**config.mk**
```make
export PLATFORM = sky130hd
export DESIGN_NAME = mdio32_rmw_seq
export DESIGN_NICKNAME = d
export VERILOG_FILES = /design/src/rtl/mdio32_pkg.sv /design/src/rtl/mdio32_addr_map.sv /design/src/rtl/mdio32_merge.sv /design/src/rtl/mdio32_seq_fsm.sv /design/src/rtl/mdio32_rmw_seq.sv
export SDC_FILE = /design/constraint.sdc
export NUM_CORES = 1
export LEC_CHECK = 0
export BUFFER_PORTS_ARGS = -buffer_cell sky130_fd_sc_hd__buf_4
export CELL_PAD_IN_SITES_DETAIL_PLACEMENT = 0
export CELL_PAD_IN_SITES_GLOBAL_PLACEMENT = 1
export CORE_MARGIN = 1
export CORE_UTILIZATION = 35
export CTS_CLUSTER_DIAMETER = 40
export DETAILED_ROUTE_END_ITERATION = 6
export GPL_ROUTABILITY_DRIVEN = 1
export GPL_TIMING_DRIVEN = 0
export PLACE_DENSITY = 0.83
export SYNTH_ARGS = -nofsm -noshare
export SYNTH_HDL_FRONTEND = slang
export SYNTH_SLANG_ARGS = --single-unit
```
**constraint.sdc**
```tcl
create_clock -name clk -period 1.5 [get_ports clk]
set_input_delay 0.075 -clock clk [delete_from_list [all_inputs] [get_ports clk]]
set_output_delay 0.075 -clock clk [all_outputs]
set_load 0.05 [all_outputs]
```
**src/rtl/mdio32_pkg.sv**
```systemverilog
package mdio32_pkg;

  typedef enum logic [2:0] {
    ST_IDLE  = 3'd0,
    ST_PAGE  = 3'd1,
    ST_RD_LO = 3'd2,
    ST_RD_HI = 3'd3,
    ST_WR_LO = 3'd4,
    ST_WR_HI = 3'd5,
    ST_DONE  = 3'd6
  } seq_state_e;

endpackage

```
**src/rtl/mdio32_addr_map.sv**
```systemverilog
module mdio32_addr_map #(
  parameter int REG_W     = 32,
  parameter int PHY_AW    = 5,
  parameter int REGNUM_W  = 5,
  parameter int SUB_W     = 3,
  parameter int PAGE_W    = 16,
  parameter int UPPER_BIT = 1,
  parameter logic [PHY_AW-1:0] PAGE_PREFIX = 5'h18,
  parameter logic [PHY_AW-1:0] DATA_PREFIX = 5'h10
) (
  input  logic [REG_W-1:0]    addr,
  output logic [PHY_AW-1:0]   page_phy,
  output logic [REGNUM_W-1:0] page_reg,
  output logic [PAGE_W-1:0]   page_val,
  output logic [PHY_AW-1:0]   data_phy,
  output logic [REGNUM_W-1:0] reg_lo,
  output logic [REGNUM_W-1:0] reg_hi
);
  localparam int SUB_LSB  = REGNUM_W;
  localparam int PAGE_LSB = REGNUM_W + SUB_W;
  localparam int SW_LSB   = PAGE_LSB + PAGE_W;
  localparam int SW_W     = REG_W - SW_LSB;

  logic [SW_W-1:0]  sw_field;
  logic [SUB_W-1:0] sub_field;

  always_comb begin
    sw_field  = addr[REG_W-1:SW_LSB];
    sub_field = addr[PAGE_LSB-1:SUB_LSB];
    page_val  = addr[SW_LSB-1:PAGE_LSB];
    reg_lo    = addr[REGNUM_W-1:0];
    reg_hi    = addr[REGNUM_W-1:0] | (REGNUM_W'(1) << UPPER_BIT);
    page_reg  = sw_field[REGNUM_W-1:0];
    page_phy  = PAGE_PREFIX | PHY_AW'(sw_field >> REGNUM_W);
    data_phy  = DATA_PREFIX | PHY_AW'(sub_field);
  end

endmodule

```
**src/rtl/mdio32_merge.sv**
```systemverilog
module mdio32_merge #(
  parameter int REG_W = 32
) (
  input  logic                 clk,
  input  logic                 rst_n,
  input  logic                 load,
  input  logic [REG_W-1:0]     clr_in,
  input  logic [REG_W-1:0]     set_in,
  input  logic                 cap_lo,
  input  logic                 cap_hi,
  input  logic [REG_W/2-1:0]   rdata,
  output logic [REG_W-1:0]     raw_val,
  output logic [REG_W-1:0]     merged_val
);
  localparam int HALF_W = REG_W / 2;

  logic [REG_W-1:0]  clr_q, set_q;
  logic [HALF_W-1:0] lo_q, hi_q;
  logic [HALF_W-1:0] lo_d, hi_d;

  always_comb begin
    lo_d = lo_q;
    hi_d = hi_q;
    if (load) begin
      lo_d = '0;
      hi_d = '0;
    end else begin
      if (cap_lo) lo_d = rdata;
      if (cap_hi) hi_d = rdata;
    end
  end

  always_ff @(posedge clk or negedge rst_n) begin
    if (!rst_n) begin
      lo_q <= '0;
      hi_q <= '0;
    end else begin
      lo_q <= lo_d;
      hi_q <= hi_d;
    end
  end

  always_ff @(posedge clk or negedge rst_n) begin
    if (!rst_n) begin
      clr_q <= '0;
      set_q <= '0;
    end else if (load) begin
      clr_q <= clr_in;
      set_q <= set_in;
    end
  end

  always_comb begin
    raw_val    = {hi_q, lo_q};
    merged_val = (raw_val & ~clr_q) | set_q;
  end

  // a half is never captured while a new command loads
  always_ff @(posedge clk) begin
    if (rst_n) AST_NO_CAP_ON_LOAD: assert (!(load && (cap_lo || cap_hi)));
  end

endmodule

```
**src/rtl/mdio32_seq_fsm.sv**
```systemverilog
module mdio32_seq_fsm
  import mdio32_pkg::*;
(
  input  logic       clk,
  input  logic       rst_n,
  input  logic       start,
  input  logic       rsp_valid,
  input  logic       rsp_err,
  output seq_state_e state,
  output logic       txn_req,
  output logic       cap_lo,
  output logic       cap_hi,
  output logic       idle,
  output logic       done,
  output logic       done_err
);
  seq_state_e state_q, state_d;
  logic gap_q, gap_d;
  logic err_q, err_d;
  logic in_txn, take_rsp;

  always_comb begin
    in_txn   = (state_q == ST_PAGE) || (state_q == ST_RD_LO) || (state_q == ST_RD_HI) ||
               (state_q == ST_WR_LO) || (state_q == ST_WR_HI);
    txn_req  = in_txn && !gap_q;
    take_rsp = txn_req && rsp_valid;
    cap_lo   = take_rsp && !rsp_err && (state_q == ST_RD_LO);
    cap_hi   = take_rsp && !rsp_err && (state_q == ST_RD_HI);
    idle     = (state_q == ST_IDLE);
    done     = (state_q == ST_DONE);
    done_err = err_q;
    state    = state_q;
  end

  always_comb begin
    state_d = state_q;
    gap_d   = take_rsp;
    err_d   = err_q;
    unique case (state_q)
      ST_IDLE: if (start) begin
        state_d = ST_PAGE;
        err_d   = 1'b0;
      end
      ST_DONE: state_d = ST_IDLE;
      default: if (take_rsp) begin
        if (rsp_err) begin
          state_d = ST_DONE;
          err_d   = 1'b1;
        end else begin
          unique case (state_q)
            ST_PAGE:  state_d = ST_RD_LO;
            ST_RD_LO: state_d = ST_RD_HI;
            ST_RD_HI: state_d = ST_WR_LO;
            ST_WR_LO: state_d = ST_WR_HI;
            default:  state_d = ST_DONE;
          endcase
        end
      end
    endcase
  end

  always_ff @(posedge clk or negedge rst_n) begin
    if (!rst_n) begin
      state_q <= ST_IDLE;
      gap_q   <= 1'b0;
      err_q   <= 1'b0;
    end else begin
      state_q <= state_d;
      gap_q   <= gap_d;
      err_q   <= err_d;
    end
  end

  AST_REQ_HELD: assert property (@(posedge clk) disable iff (!rst_n)
    (txn_req && !rsp_valid) |=> txn_req);
  AST_GAP_AFTER_RSP: assert property (@(posedge clk) disable iff (!rst_n)
    (txn_req && rsp_valid) |=> !txn_req);
  AST_ERR_ABORTS: assert property (@(posedge clk) disable iff (!rst_n)
    (txn_req && rsp_valid && rsp_err) |=> (done && done_err && !txn_req));
  AST_DONE_PULSE: assert property (@(posedge clk) disable iff (!rst_n)
    done |=> (!done && idle));

endmodule

```
**src/rtl/mdio32_rmw_seq.sv**
```systemverilog
module mdio32_rmw_seq
  import mdio32_pkg::*;
#(
  parameter int REG_W     = 32,
  parameter int PHY_AW    = 5,
  parameter int REGNUM_W  = 5,
  parameter int SUB_W     = 3,
  parameter int UPPER_BIT = 1,
  parameter logic [PHY_AW-1:0] PAGE_PREFIX = 5'h18,
  parameter logic [PHY_AW-1:0] DATA_PREFIX = 5'h10
) (
  input  logic                 clk,
  input  logic                 rst_n,
  input  logic                 cmd_valid,
  output logic                 cmd_ready,
  input  logic [REG_W-1:0]     cmd_addr,
  input  logic [REG_W-1:0]     cmd_clr,
  input  logic [REG_W-1:0]     cmd_set,
  output logic                 txn_req,
  output logic                 txn_write,
  output logic [PHY_AW-1:0]    txn_phy,
  output logic [REGNUM_W-1:0]  txn_reg,
  output logic [REG_W/2-1:0]   txn_wdata,
  input  logic                 rsp_valid,
  input  logic                 rsp_err,
  input  logic [REG_W/2-1:0]   rsp_rdata,
  output logic                 done,
  output logic                 done_err,
  output logic [REG_W-1:0]     done_data
);
  localparam int HALF_W = REG_W / 2;

  seq_state_e state;
  logic accept, cap_lo, cap_hi, idle;
  logic [REG_W-1:0]    addr_q;
  logic [REG_W-1:0]    raw_val, merged_val;
  logic [PHY_AW-1:0]   page_phy, data_phy;
  logic [REGNUM_W-1:0] page_reg, reg_lo, reg_hi;
  logic [HALF_W-1:0]   page_val;

  assign cmd_ready = idle;
  assign accept    = cmd_valid && idle;

  always_ff @(posedge clk or negedge rst_n) begin
    if (!rst_n) addr_q <= '0;
    else if (accept) addr_q <= cmd_addr;
  end

  mdio32_seq_fsm u_fsm (
    .clk, .rst_n,
    .start     (accept),
    .rsp_valid,
    .rsp_err,
    .state,
    .txn_req,
    .cap_lo,
    .cap_hi,
    .idle,
    .done,
    .done_err
  );

  mdio32_addr_map #(
    .REG_W(REG_W), .PHY_AW(PHY_AW), .REGNUM_W(REGNUM_W), .SUB_W(SUB_W),
    .PAGE_W(HALF_W), .UPPER_BIT(UPPER_BIT),
    .PAGE_PREFIX(PAGE_PREFIX), .DATA_PREFIX(DATA_PREFIX)
  ) u_map (
    .addr     (addr_q),
    .page_phy, .page_reg, .page_val,
    .data_phy, .reg_lo, .reg_hi
  );

  mdio32_merge #(.REG_W(REG_W)) u_merge (
    .clk, .rst_n,
    .load      (accept),
    .clr_in    (cmd_clr),
    .set_in    (cmd_set),
    .cap_lo, .cap_hi,
    .rdata     (rsp_rdata),
    .raw_val, .merged_val
  );

  always_comb begin
    txn_write = 1'b0;
    txn_phy   = data_phy;
    txn_reg   = reg_lo;
    txn_wdata = '0;
    unique case (state)
      ST_PAGE: begin
        txn_write = 1'b1;
        txn_phy   = page_phy;
        txn_reg   = page_reg;
        txn_wdata = page_val;
      end
      ST_RD_HI: txn_reg = reg_hi;
      ST_WR_LO: begin
        txn_write = 1'b1;
        txn_wdata = merged_val[HALF_W-1:0];
      end
      ST_WR_HI: begin
        txn_write = 1'b1;
        txn_reg   = reg_hi;
        txn_wdata = merged_val[REG_W-1:HALF_W];
      end
      default: ;
    endcase
    done_data = done_err ? raw_val : merged_val;
  end

  AST_BUSY_BLOCKS: assert property (@(posedge clk) disable iff (!rst_n)
    (cmd_valid && cmd_ready) |=> !cmd_ready);
  AST_REQ_FIELDS_STABLE: assert property (@(posedge clk) disable iff (!rst_n)
    (txn_req && !rsp_valid) |=> ($stable(txn_phy) && $stable(txn_reg) &&
                                 $stable(txn_wdata) && $stable(txn_write)));
  AST_IDLE_NO_REQ: assert property (@(posedge clk) disable iff (!rst_n)
    cmd_ready |-> !txn_req);

endmodule

```
# [Word-level counts from Yosys, hierarchy flattened]
# Index checks and enable logic that the tools add are counted.
[word_totals] ff_bits=133 output_inout_bits=63 wordCells=59
[classes] eq_ne=7 mux=18 n_bitwise=4 n_reduce_logical=22
[ops] operator="two-way mux 16 bit" n=4
[ops] operator="case mux 16 bit (3 select lines)" n=1
[ops] operator="bitwise AND 32 bit" n=1
[ops] operator="two-way mux 32 bit" n=1
[ops] operator="inverter 32 bit" n=1
[ops] operator="bitwise OR 32 bit" n=1
[ops] operator="case mux 3 bit (4 select lines)" n=1
[ops] operator="case mux 5 bit (2 select lines)" n=1
[ops] operator="== test 3 bit, second input constant" n=3
[ops] operator="two-way mux 3 bit" n=3
[ops] operator="nonzero test 2 bit" n=4
[ops] operator="== test 3 x 2 -> 1 bit, second input constant" n=2
[ops] operator="logical AND 1 bit" n=6
[ops] operator="case mux 3 bit (2 select lines)" n=1
[ops] operator="logical OR 1 bit" n=4
[ops] operator="two-way mux 1 bit" n=4
[ops] operator="two-way mux 4 bit" n=1
[ops] operator="AND reduction 4 bit" n=1
[ops] operator="== test 3 x 1 -> 1 bit, second input constant" n=1
[ops] operator="logical NOT 3 bit" n=1
[ops] operator="nonzero test 3 bit" n=1
[ops] operator="OR reduction 3 bit" n=1
[ops] operator="logical NOT 1 bit" n=2
[ops] operator="inequality test 2 bit, second input constant" n=1
[ops] operator="4 further kinds" n=4

# [Depth between registers and ports, before layout]
[logic_depth] depth_word=11 mapped_depth=6 depth_no_buf=3

# [Modules after synthesis]
# A second synthesis with hierarchy kept.
[hier_totals] hier_cells=608 area_unflattened_um2=7039.3
[by_module_without_submodules] module="mdio32_merge" n_inst=1 cells_per_inst=338 area_each_um2=4051.4 seq_area_each_um2=2402.3
[by_module_without_submodules] module="mdio32_rmw_seq" n_inst=1 cells_per_inst=198 area_each_um2=2359.8 seq_area_each_um2=800.8
[by_module_without_submodules] module="mdio32_addr_map" n_inst=1 cells_per_inst=43 area_each_um2=315.3 seq_area_each_um2=0.0
[by_module_without_submodules] module="mdio32_seq_fsm" n_inst=1 cells_per_inst=29 area_each_um2=312.8 seq_area_each_um2=125.1

# [Worst setup path before layout]
# No wires, ideal clock.
[synth_timing] path_kind="register -> register" from="register u_fsm.state_q[0], in the netlist u_fsm.state[0]" to="register u_fsm.err_q, in the netlist u_fsm.done_err" setup_ns=0.123 t_arrival_ns=2.798 required_time_ns=1.377 path_slack_ns=-1.421 stages_incl_launch_ff=5 period_less_slack_ns=2.921 path_cell_list="dfrtp_1 > buf_2 > nor3_1 > nor3b_1 > a32o_1"
[synth_lines] element="from (decl)" line_no="mdio32_seq_fsm.sv:17" rtl="seq_state_e state_q, state_d;"
[synth_lines] element="from (signal assigned)" line_no="mdio32_seq_fsm.sv:68" rtl="state_q <= state_d;"
[synth_lines] element="logical NOT 3 bit *" line_no="mdio32_seq_fsm.sv:29" rtl="idle = (state_q == ST_IDLE);"
[synth_lines] element="net cmd_ready" line_no="mdio32_rmw_seq.sv:15" rtl="output logic cmd_ready,"
[synth_lines] element="logical AND 1 bit" line_no="mdio32_rmw_seq.sv:42" rtl="assign accept = cmd_valid && idle;"
[synth_lines] element="inequality test 2 bit (no source line)"
[synth_lines] element="AND reduction 4 bit (no source line)"
[synth_lines] element="to (signal assigned)" line_no="mdio32_seq_fsm.sv:70" rtl="err_q <= err_d;"
[synth_lines] element="to (decl)" line_no="mdio32_seq_fsm.sv:19" rtl="logic err_q, err_d;"
# The timed path passes the listed nets; every way through them passes the cells marked *.
# A chain may end at the register's enable or synchronous reset.

# [Worst setup path after layout]
[layout_timing] from="register u_fsm.state_q[0], in the netlist u_fsm.state[0]" to="output port txn_wdata[10]"
[layout_via] elab_chain_cells=2
[layout_lines] element="== test 3 bit / == test 3 x 1 -> 1 bit (equally long branches)" line_no="mdio32_rmw_seq.sv:88" rtl="unique case (state)"
[layout_lines] element="case mux 16 bit (3 select lines) *" line_no="mdio32_rmw_seq.sv:88"
[layout_lines] element="to (decl)" line_no="mdio32_rmw_seq.sv:23" rtl="output logic [REG_W/2-1:0] txn_wdata,"
# Mark *: on every way between the ends. The rest lies on a longest branch, timed or not.

==> qor.txt <==
CP Launch Type - register
DRT Pass-1 Iters - 7
Antenna Cells - 0
R2r startpoint - u_fsm.state[1]
Layout cells sized above 1 - 45.4%
RSZ-0062 raised after global routing - true
Failing checks - design-rule violations, negative setup slack
Area delta synth->final - 102%
DIE AREA - 0.0194 sq mm
Syn nets - 916
Total GRT Usage - 28.2%
Pwr Total - 32.9 mW
Ports - 180
Fillcell total - 1155
Max Cap Viol - 0
Ys async rst share - 100%
Worst-case clock buffer depth - 2
Final setup violation count - 191
Hold path cells - 2
TritonCTS buffer count - 17
Initial antenna violation count - 0
Routed WL per cell - 21.9 um
Root Buffer Master - clkbuf_16
Seq. cell area - 0.00333 sq mm
Post-Route Skew - 0.0125 ns
Grt total ovfl - 0
Fin worst setup slack - -0.458 ns
Crit path max fanout - 8
Starting DRT DRC Count - 734
Worst Tran Pin Value - 0.523 ns
Max-slew headroom - 65.1%
Worst R2R Path Depth - 6
LEAKAGE - 5.82 nW
Met3 Use GR - 6.98%
Ys flop type - dfrtp_1
Syn avg cell area - 8.24 sq um
R2R Path End - u_fsm.done_err
GR peak layer - met2
Routed vias - 7697
Worst vdd ir - 1600 uV
Reg-to-reg setup timing slack - -0.43 ns
Vias in the first global route - 7390
CTS sink cnt - 133
Row cnt - 49
Met2 Use GR - 45.9%
Starting density of the core - 36.2%
Max-slew violations - 0
Syn Inst Count - 799
Hold WC Path Type - in2reg
Gpl congestion - 0.834
Port Buffers - 177
First-pass GRT wire length - 41.2 mm
Number of enable flip-flop cells after synthesis - 0
Post-DP HPWL - 16.8 mm
Clock transition at path regs - 0.06 ns
Grt met1 use - 36.0%
Worst Hold End - u_fsm.done_err
Pre-CTS setup slack - -0.749 ns
Pwr Density - 2470 mW/mm^2
Netlist cell types - 31
TritonCTS clock tree - built
Outcome - finished, violations left
CP arrival - 1.88 ns
Final Net Count - 1292
Worst Setup End Kind - output port
Area of the multi-input gates - 0.00412 sq mm
Beginning of the critical path - u_fsm.state[0]
DR DRC count - 14
Yosys warns - 0
Fin crit period - 1.96 ns
Post-Syn Area - 0.00659 sq mm
Final period util - 131%
Peak Freq - 0.511 GHz
Final hold violation count - 0
Post-synthesis sequential area ratio - 50.5%
CP Class - reg2out
Post-layout util - 73.2%
DRT antenna net count - 0
Worst skew pair latency - 0.43 ns
Final wirelength - 31.1 mm
CTS HTree Levels - 4
CP required - 1.42 ns
Chip height - 139 um
Hold Startpoint - rsp_err
Largest net degree at the start of global routing - 96
Die W - 139 um
Routed vias/inst - 5.43
Synth Register Bits - 133
Core Area - 0.0182 sq mm
## through the flow
step	area, sq um	TNS, ns	hold WS (ns)	instances
CTS	12200	-40.20	0.0609	1388
detailed placement	8830	-58.61	0.0135	1206
floorplan	7190	-4.98	-0.221	799
finish	13300	-54.72	0.0946	1417
global placement	8800	-85.61	0.265	1205
global route	13300	-61.47	0.0998	1417
## area by class of cell
cell class / instances / share of cell area (%)
sequential: 133 / 25.0
timing repair buffer: 357 / 28.8
inverter: 83 / 2.34
clock buffer: 23 / 3.51
tap: 229 / 2.15
buffer: 57 / 6.52
clock inverter: 9 / 0.770
multi-input combinational: 526 / 31.0
## cell families (layout without fill, tap and decap cells)
family	after synthesis	after routing	share of synthesized area [%]
AND/OR/NAND/NOR	277	277	19.1
AO/OA/AOI/OAI	241	241	20.1
multiplexers	7	7	1.20
buffers and inverters	140	529	9.00
flip-flops	133	133	50.5
other	1	1	0.0569
## cells in the mapped netlist, types with 2 or more instances
| cell type | count | area (sq um) |
|---|---|---|
| nor2b_1 | 18 | 113 |
| a31o_2 | 16 | 140 |
| nor3_1 | 3 | 15.0 |
| nand3_1 | 48 | 240 |
| buf_6 | 4 | 45.0 |
| nand2b_1 | 19 | 119 |
| mux2_2 | 7 | 78.8 |
| buf_4 | 2 | 15.0 |
| buf_1 | 3 | 11.3 |
| a21oi_1 | 24 | 120 |
| o211ai_1 | 16 | 120 |
| nor4b_2 | 2 | 30.0 |
| inv_1 | 83 | 312 |
| clkbuf_1 | 24 | 90.1 |
| nand2_1 | 173 | 649 |
| nor2_1 | 4 | 15.0 |
| nor3b_1 | 4 | 30.0 |
| buf_2 | 23 | 115 |
| dfrtp_1 | 133 | 3330 |
| o21ai_0 | 181 | 906 |
| and2_1 | 2 | 12.5 |
## power by group
group | switching (mW) | internal, mW | total, mW
logic | 12.5 | 9.33 | 21.9
registers | 1.55 | 5.30 | 6.85
clock network | 1.66 | 2.52 | 4.18
## registers in the layout, indices dropped and copies added, names as in the netlist
name / flops
u_merge.set_q: 32
addr_q: 32
u_merge.hi_q: 16
u_merge.clr_q: 32
u_fsm.gap_q: 1
u_fsm.state: 3
u_fsm.done_err: 1
u_merge.lo_q: 16
## cell usage in the layout (no fill, tap or decap), types with 18 or more instances in the layout
master,netlist,routed
inv_1,83,83
nand2b_1,19,18
dfrtp_1,133,131
nand3_1,48,38
buf_8,0,25
nand2_2,0,36
buf_4,2,139
o21ai_4,0,56
nand2_4,0,22
dlygate4sd3_1,0,114
buf_6,4,69
clkbuf_16,0,47
o21ai_2,0,32
nand2_1,173,115
buf_12,0,20
o21ai_0,181,45
o21ai_1,0,48
## routing by layer
layer / vias to the layer above / wire (um) / part of all wire, %
met5: - / 0 / 0
met4: 0 / 1650 / 5.3
met3: 118 / 2680 / 8.6
met2: 468 / 14900 / 48
met1: 3700 / 11800 / 38
li1: 3411 / - / -
## worst max-delay path by stage
stage,endpoint,slack [ns]
2_1_floorplan,u_fsm.done_err,-0.25
3_3_place_gp,txn_wdata[10],-0.74
3_5_place_dp,txn_wdata[10],-0.75
4_1_cts,txn_reg[4],-0.41
5_1_grt,txn_reg[4],-0.49
6_report,txn_wdata[10],-0.46
## repair_timing
action | 4_1_cts | 5_1_grt
hold buffers | 114 | 0
endpoints found under the hold margin | 167 | 0
gates resized for setup | 317 | 236
buffers inserted | 22 | 14
pin swaps | 23 | 55
endpoints found under the setup margin | 191 | 192
cloned | 14 | 18
## worst max-delay path: stages, from the launching register on
cell	delay [ns]
dfrtp_2	0.43
buf_8	0.15
nor2b_4	0.14
buf_12	0.14
clkbuf_16	0.16
o21ai_4	0.08
a21oi_4	0.16
buf_6	0.18
No activity file was read; power rests on OpenSTA's default activity.
